**config.mk**
```make
export PLATFORM = sky130hd
export DESIGN_NAME = cpu_stepclk
export DESIGN_NICKNAME = d
export VERILOG_FILES = /design/src/rtl/cpu_stepclk_pkg.sv /design/src/rtl/cpu_stepclk_ctrl.sv /design/src/rtl/cpu_stepclk_datapath.sv /design/src/rtl/cpu_stepclk.sv
export SDC_FILE = /design/constraint.sdc
export NUM_CORES = 1
export LEC_CHECK = 0
export BUFFER_PORTS_ARGS = -buffer_cell sky130_fd_sc_hd__buf_4
export CELL_PAD_IN_SITES_DETAIL_PLACEMENT = 0
export CELL_PAD_IN_SITES_GLOBAL_PLACEMENT = 1
export CORE_UTILIZATION = 38
export CTS_BUF_LIST = sky130_fd_sc_hd__clkbuf_4 sky130_fd_sc_hd__clkbuf_8
export DETAILED_ROUTE_END_ITERATION = 16
export MAX_ROUTING_LAYER = met4
export PLACE_DENSITY = 0.86
export SLEW_MARGIN = 20
export SYNTH_ARGS = -nofsm -noshare
export SYNTH_HDL_FRONTEND = slang
export SYNTH_SLANG_ARGS = --single-unit
```
**constraint.sdc**
```tcl
create_clock -name clk -period 2.1 [get_ports clk]
set_clock_uncertainty 0.05 [all_clocks]
set_input_delay 0.105 -clock clk [delete_from_list [all_inputs] [get_ports clk]]
set_output_delay 0.105 -clock clk [all_outputs]
set_load 0.005 [all_outputs]
```
**src/rtl/cpu_stepclk_pkg.sv**
```systemverilog
package cpu_stepclk_pkg;

  typedef enum logic [1:0] {
    SEQ_RESLO = 2'd0,
    SEQ_RESHI = 2'd1,
    SEQ_STEP  = 2'd2,
    SEQ_RUN   = 2'd3
  } seqState_t;

  typedef enum logic [1:0] {
    TRC_NONE    = 2'd0,
    TRC_ALWAYS  = 2'd1,
    TRC_IFQUEUE = 2'd2
  } traceKind_t;

  typedef struct packed {
    logic       start;
    traceKind_t kind;
  } clkStrobe_t;

  localparam logic [7:0] OP_STEP  = 8'h73;
  localparam logic [7:0] OP_CONT  = 8'h63;
  localparam logic [7:0] OP_BREAK = 8'h62;
  localparam logic [7:0] OP_RESET = 8'h72;

endpackage

```
**src/rtl/cpu_stepclk_ctrl.sv**
```systemverilog
module cpu_stepclk_ctrl
  import cpu_stepclk_pkg::*;
#(
  parameter int RES_LO_CYC = 2,
  parameter int RES_HI_CYC = 7
) (
  input  logic       clk,
  input  logic       rstN,
  input  logic       genIdle,
  input  logic       cmdValid,
  input  logic [7:0] cmdData,
  output logic       cmdReady,
  output logic       cpuResN,
  output clkStrobe_t strobe
);

  localparam int CNT_MAX = (RES_LO_CYC > RES_HI_CYC) ? RES_LO_CYC : RES_HI_CYC;
  localparam int CNT_W   = $clog2(CNT_MAX + 1);

  seqState_t        state, stateNxt;
  logic [CNT_W-1:0] cycCnt, cycCntNxt;
  logic             resumeRun, resumeRunNxt;
  logic             accept;

  assign cmdReady = genIdle && ((state == SEQ_STEP) || (state == SEQ_RUN));
  assign accept   = cmdReady && cmdValid;
  assign cpuResN  = (state != SEQ_RESLO);

  always_comb begin
    stateNxt     = state;
    cycCntNxt    = cycCnt;
    resumeRunNxt = resumeRun;
    strobe       = '{start: 1'b0, kind: TRC_NONE};
    unique case (state)
      SEQ_RESLO: begin
        if (genIdle) begin
          if (cycCnt == CNT_W'(RES_LO_CYC)) begin
            stateNxt  = SEQ_RESHI;
            cycCntNxt = '0;
          end else begin
            strobe.start = 1'b1;
            cycCntNxt    = cycCnt + 1'b1;
          end
        end
      end
      SEQ_RESHI: begin
        if (genIdle) begin
          if (cycCnt == CNT_W'(RES_HI_CYC)) begin
            stateNxt  = resumeRun ? SEQ_RUN : SEQ_STEP;
            cycCntNxt = '0;
          end else begin
            strobe.start = 1'b1;
            cycCntNxt    = cycCnt + 1'b1;
          end
        end
      end
      SEQ_STEP: begin
        if (accept) begin
          case (cmdData)
            OP_STEP: begin
              strobe.start = 1'b1;
              strobe.kind  = TRC_ALWAYS;
            end
            OP_CONT:  stateNxt = SEQ_RUN;
            OP_RESET: begin
              stateNxt     = SEQ_RESLO;
              cycCntNxt    = '0;
              resumeRunNxt = 1'b0;
            end
            default: ;
          endcase
        end
      end
      SEQ_RUN: begin
        if (genIdle) begin
          if (cmdValid) begin
            case (cmdData)
              OP_BREAK: stateNxt = SEQ_STEP;
              OP_RESET: begin
                stateNxt     = SEQ_RESLO;
                cycCntNxt    = '0;
                resumeRunNxt = 1'b1;
              end
              default: ;
            endcase
          end else begin
            strobe.start = 1'b1;
            strobe.kind  = TRC_IFQUEUE;
          end
        end
      end
      default: stateNxt = SEQ_RESLO;
    endcase
  end

  always_ff @(posedge clk or negedge rstN) begin
    if (!rstN) begin
      state     <= SEQ_RESLO;
      cycCnt    <= '0;
      resumeRun <= 1'b0;
    end else begin
      state     <= stateNxt;
      cycCnt    <= cycCntNxt;
      resumeRun <= resumeRunNxt;
    end
  end

endmodule

```
**src/rtl/cpu_stepclk_datapath.sv**
```systemverilog
module cpu_stepclk_datapath
  import cpu_stepclk_pkg::*;
#(
  parameter int PHASE_LEN = 2,
  parameter int ADDR_W    = 16,
  parameter int DATA_W    = 8,
  parameter int FLAG_W    = 4
) (
  input  logic              clk,
  input  logic              rstN,
  input  clkStrobe_t        strobe,
  input  logic              cmdValid,
  input  logic [FLAG_W-1:0] busFlags,
  input  logic [ADDR_W-1:0] busAddr,
  input  logic [DATA_W-1:0] busData,
  output logic              phi2,
  output logic              genIdle,
  output logic              traceValid,
  output logic [FLAG_W-1:0] traceFlags,
  output logic [ADDR_W-1:0] traceAddr,
  output logic [DATA_W-1:0] traceData
);

  localparam int PH_W = (PHASE_LEN > 1) ? $clog2(PHASE_LEN) : 1;
  localparam logic [PH_W-1:0] PH_RELOAD = PH_W'(PHASE_LEN - 1);

  logic            busy;
  logic [PH_W-1:0] phCnt;
  traceKind_t      curKind;
  logic            phaseEnd;
  logic            fallNow;
  logic            emitNow;

  assign genIdle  = !busy;
  assign phaseEnd = (phCnt == '0);
  assign fallNow  = busy && phi2 && phaseEnd;
  assign emitNow  = fallNow &&
                    ((curKind == TRC_ALWAYS) || ((curKind == TRC_IFQUEUE) && cmdValid));

  always_ff @(posedge clk or negedge rstN) begin
    if (!rstN) begin
      busy    <= 1'b0;
      phi2    <= 1'b0;
      phCnt   <= '0;
      curKind <= TRC_NONE;
    end else if (strobe.start) begin
      busy    <= 1'b1;
      phi2    <= 1'b1;
      phCnt   <= PH_RELOAD;
      curKind <= strobe.kind;
    end else if (busy) begin
      if (!phaseEnd) begin
        phCnt <= phCnt - 1'b1;
      end else if (phi2) begin
        phi2  <= 1'b0;
        phCnt <= PH_RELOAD;
      end else begin
        busy <= 1'b0;
      end
    end
  end

  always_ff @(posedge clk or negedge rstN) begin
    if (!rstN) begin
      traceValid <= 1'b0;
      traceFlags <= '0;
      traceAddr  <= '0;
      traceData  <= '0;
    end else begin
      traceValid <= emitNow;
      if (emitNow) begin
        traceFlags <= busFlags;
        traceAddr  <= busAddr;
        traceData  <= busData;
      end
    end
  end

endmodule

```
**src/rtl/cpu_stepclk.sv**
```systemverilog
module cpu_stepclk
  import cpu_stepclk_pkg::*;
#(
  parameter int PHASE_LEN  = 2,
  parameter int RES_LO_CYC = 2,
  parameter int RES_HI_CYC = 7
) (
  input  logic        clk,
  input  logic        rstN,
  input  logic        cmdValid,
  input  logic [7:0]  cmdData,
  output logic        cmdReady,
  output logic        cpuPhi2,
  output logic        cpuResN,
  output logic        cpuRdy,
  output logic        cpuIrqN,
  output logic        cpuNmiN,
  output logic        cpuSoN,
  output logic        cpuBusEn,
  input  logic        cpuRw,
  input  logic        cpuSync,
  input  logic        cpuMemLockN,
  input  logic        cpuVecPullN,
  input  logic [15:0] cpuAddr,
  input  logic [7:0]  cpuData,
  output logic        traceValid,
  output logic [3:0]  traceFlags,
  output logic [15:0] traceAddr,
  output logic [7:0]  traceData
);

  clkStrobe_t strobe;
  logic       genIdle;

  assign cpuRdy   = 1'b1;
  assign cpuIrqN  = 1'b1;
  assign cpuNmiN  = 1'b1;
  assign cpuSoN   = 1'b1;
  assign cpuBusEn = 1'b1;

  cpu_stepclk_ctrl #(
    .RES_LO_CYC(RES_LO_CYC),
    .RES_HI_CYC(RES_HI_CYC)
  ) ctrlI (
    .clk     (clk),
    .rstN    (rstN),
    .genIdle (genIdle),
    .cmdValid(cmdValid),
    .cmdData (cmdData),
    .cmdReady(cmdReady),
    .cpuResN (cpuResN),
    .strobe  (strobe)
  );

  cpu_stepclk_datapath #(
    .PHASE_LEN(PHASE_LEN),
    .ADDR_W   (16),
    .DATA_W   (8),
    .FLAG_W   (4)
  ) dpI (
    .clk       (clk),
    .rstN      (rstN),
    .strobe    (strobe),
    .cmdValid  (cmdValid),
    .busFlags  ({cpuVecPullN, cpuMemLockN, cpuSync, cpuRw}),
    .busAddr   (cpuAddr),
    .busData   (cpuData),
    .phi2      (cpuPhi2),
    .genIdle   (genIdle),
    .traceValid(traceValid),
    .traceFlags(traceFlags),
    .traceAddr (traceAddr),
    .traceData (traceData)
  );

endmodule

```
==> run metrics <==
Worst path slowest cell=dfrtp_1; most frequent cells in the layout=buf_4 (70), dfrtp_1 (40), dlygate4sd3_1 (28); Final Hold Vio Count=0; Critical Path, Cell by Cell=ha_1 > ha_1 > nand2_1 > o211ai_1 > a32o_1; clock sink total=40; crit path launch type=register; crit-path max FO=7; Unique masters post-synth=37; # diodes=0; Initial Utilization=0.407; Starting DRT DRC Count=45; Worst Setup End Kind=register; Final Wtd Congestion=0.777; GR met3 Demand/Resource=0.0380; area leader, netlist=dfrtp_1; Total Neg Setup Slack=0 ns; io pins=76; Leakage=0.00141 uW; PD cells=684 nW/um^2; crit-path most repeated cell=ha_1; total wire length=4140 um; Skew-Pair Late Insertion Delay=0.29 ns; post-DP HPWL=2600 um; Vias/cell=4.91; sequential share of the synthesized area=0.550; post-synth top area share=0.550; Max-Cap Viols=0; fin cells=288; Post-Syn Area=1820 um^2; clk buf depth=2; max_slew headroom=0.629; commonest non-fill, non-tap cell in the layout=buf_4; Die Y=71.2 um; drt first pass iters=10; Syn. warnings=0; Mean Syn Cell Area=13.4 um^2; Hold Path Depth=2; CP peak stage delay=0.41 ns; Req. time, crit path=2.23 ns; FP Rows=24; hold path start=cpuData[3]; Pint=1360 uW; post-synthesis instance total=136; FF+latch count, synth=40; Placed Cells=253; Final nets=278; clock power share=0.264; violated checks=DRC; share of post-route cells with drive strength above 1=0.479; count of final setup violators=0; endpoint of the worst hold path=dpI.traceData[3]; # DRC=5; CP arrival=1.75 ns; Final ANT Viol Nets=0; H-tree depth=2; min cycle time layout=1.62 ns; CP Class=register to register; die width=71.2 um; core outline area=4470 um^2; sequential share of power=0.501; vias after detailed routing=1,414; WL per Instance=14.4 um; Fillers=346; GRT Total Usage=0.189; largest net degree at the start of global routing=41; switching share of total power=0.269; IO Port Bufs=70; P&R area growth vs syn=49.6%; total setup buffers inserted after CTS=0; Clock Pin Slew Worst Setup and Hold Paths=0.07 ns; vias in the first global route=1,538; reg-to-reg endpoint=dpI.curKind[1]; CTS root buf=clkbuf_8; GRT busiest layer=met2; Reg2Reg Setup Slack=0.48 ns; Final Cycle Share=0.771; RR Startpoint=ctrlI.cycCnt[0]; worst slew pin tran=0.553 ns; grt met1 use=0.235; sw power=500 uW; initial antenna violation count=0; Hold WS=0.00688 ns; total CTS buffers=5; CTS tree=done; Comb pwr share=0.235; worst vdd ir=0.444 mV; grt ovf=0; met2 Use GR=0.304; R2R depth=5; min-delay worst type=input port to register; total power=1860 uW; global-route wire length before repair=7100 um; Die ar.=5070 um^2; status=finished with violations; top cells by area, synth=dfrtp_1 (55%), mux2_2 (13%), mux2_4 (7.4%); RSZ-0062 raised after global routing=false; fmax=617 MHz; Final Max Tran Viols=0
==> cell type report <==
type,instances,area [um^2],share of cell area
multi-input combinational,86,734,0.270
tap,52,65.1,0.0239
clock buffer,6,76.3,0.0280
inverter,4,15.0,0.00551
clock inverter,1,5.00,0.00184
timing repair buffer,99,826,0.303
sequential,40,1000,0.368
==> power by group through the flow <==
stage          Combinational (uW)  Sequential, uW  Clock, uW
6_report                      437             933        492
5_1_grt                       481             950        537
3_5_place_dp                  396             945          0
2_1_floorplan                 219             928          0
3_3_place_gp                  390             942          0
4_1_cts                       437             932        508
==> synth_stat cells, drive strengths merged <==
cell	instances
a21oi	2
o2bb2ai	1
nor2b	1
inv	4
mux2	30
a32o	2
a41o	1
nand3	5
a31oi	1
o211ai	1
or2	2
o31ai	1
conb	1
nor3	1
o2111ai	1
a21o	2
nand2b	4
nand4	1
nor4	1
a21bo	1
nand2	8
o21ai	4
buf	9
and2b	1
ha	3
nor3b	1
dfrtp	40
nand4bb	1
nand3b	1
nor2	3
clkbuf	1
o41ai	1
==> metrics by stage <==
stage	utilization	area, um^2	setup slack [ns]
final	0.609	2720	0.480
after detailed placement	0.528	2360	0.473
after global routing	0.609	2720	0.354
after CTS	0.609	2720	0.467
after floorplan	-	1840	0.590
after global placement	0.528	2360	0.522
==> metal layers <==
layer | up-vias | part of all wire
met5 | - | 0
met4 | 0 | 0.016
met3 | 7 | 0.067
met2 | 61 | 0.46
met1 | 673 | 0.46
li1 | 673 | -
==> state kept, by name, indices dropped and copies added (netlist names), 2 cells and up <==
name / count
ctrlI.state: 2
dpI.traceFlags: 4
ctrlI.cycCnt: 3
dpI.traceAddr: 16
dpI.traceData: 8
dpI.curKind: 2
==> worst max-delay path by stage <==
stage / startpoint / to / slack, ns / depth (start not counted)
after floorplan: dpI.curKind[0] / dpI.traceAddr[0] / 0.59 / 5
after global placement: ctrlI.cycCnt[0] / dpI.curKind[1] / 0.52 / 5
after detailed placement: ctrlI.cycCnt[0] / dpI.curKind[1] / 0.47 / 5
after CTS: ctrlI.cycCnt[0] / dpI.curKind[1] / 0.47 / 5
after global routing: ctrlI.cycCnt[0] / ctrlI.cycCnt[0] / 0.35 / 6
final: ctrlI.cycCnt[0] / dpI.curKind[1] / 0.48 / 5
==> kinds of logic (layout without fill, tap and decap cells) <==
kind of cell / Yosys count / in the layout / synth area share
AO/OA/AOI/OAI: 18 / 18 / 0.0729
adder cells (fa/ha/maj): 3 / 3 / 0.0206
buffers and inverters: 14 / 110 / 0.0550
flip-flops: 40 / 40 / 0.550
multiplexers: 30 / 30 / 0.204
other: 1 / 5 / 0.00206
AND/OR/NAND/NOR: 30 / 30 / 0.0955
==> repair_timing <==
| action | CTS | global route |
|---|---|---|
| endpoints found under the hold margin | 67 | 0 |
| resized for setup | 0 | 0 |
| endpoints found under the setup margin | 0 | 0 |
| hold buffers | 28 | 0 |
==> critical path: cells and delay by family, from the launching register on <==
kind                     cells  cell delay [ns]
flip-flops                   1             0.41
AO/OA/AOI/OAI                2             0.56
adder cells (fa/ha/maj)      2             0.43
AND/OR/NAND/NOR              1             0.08
Power figures use the tool's default switching activity.
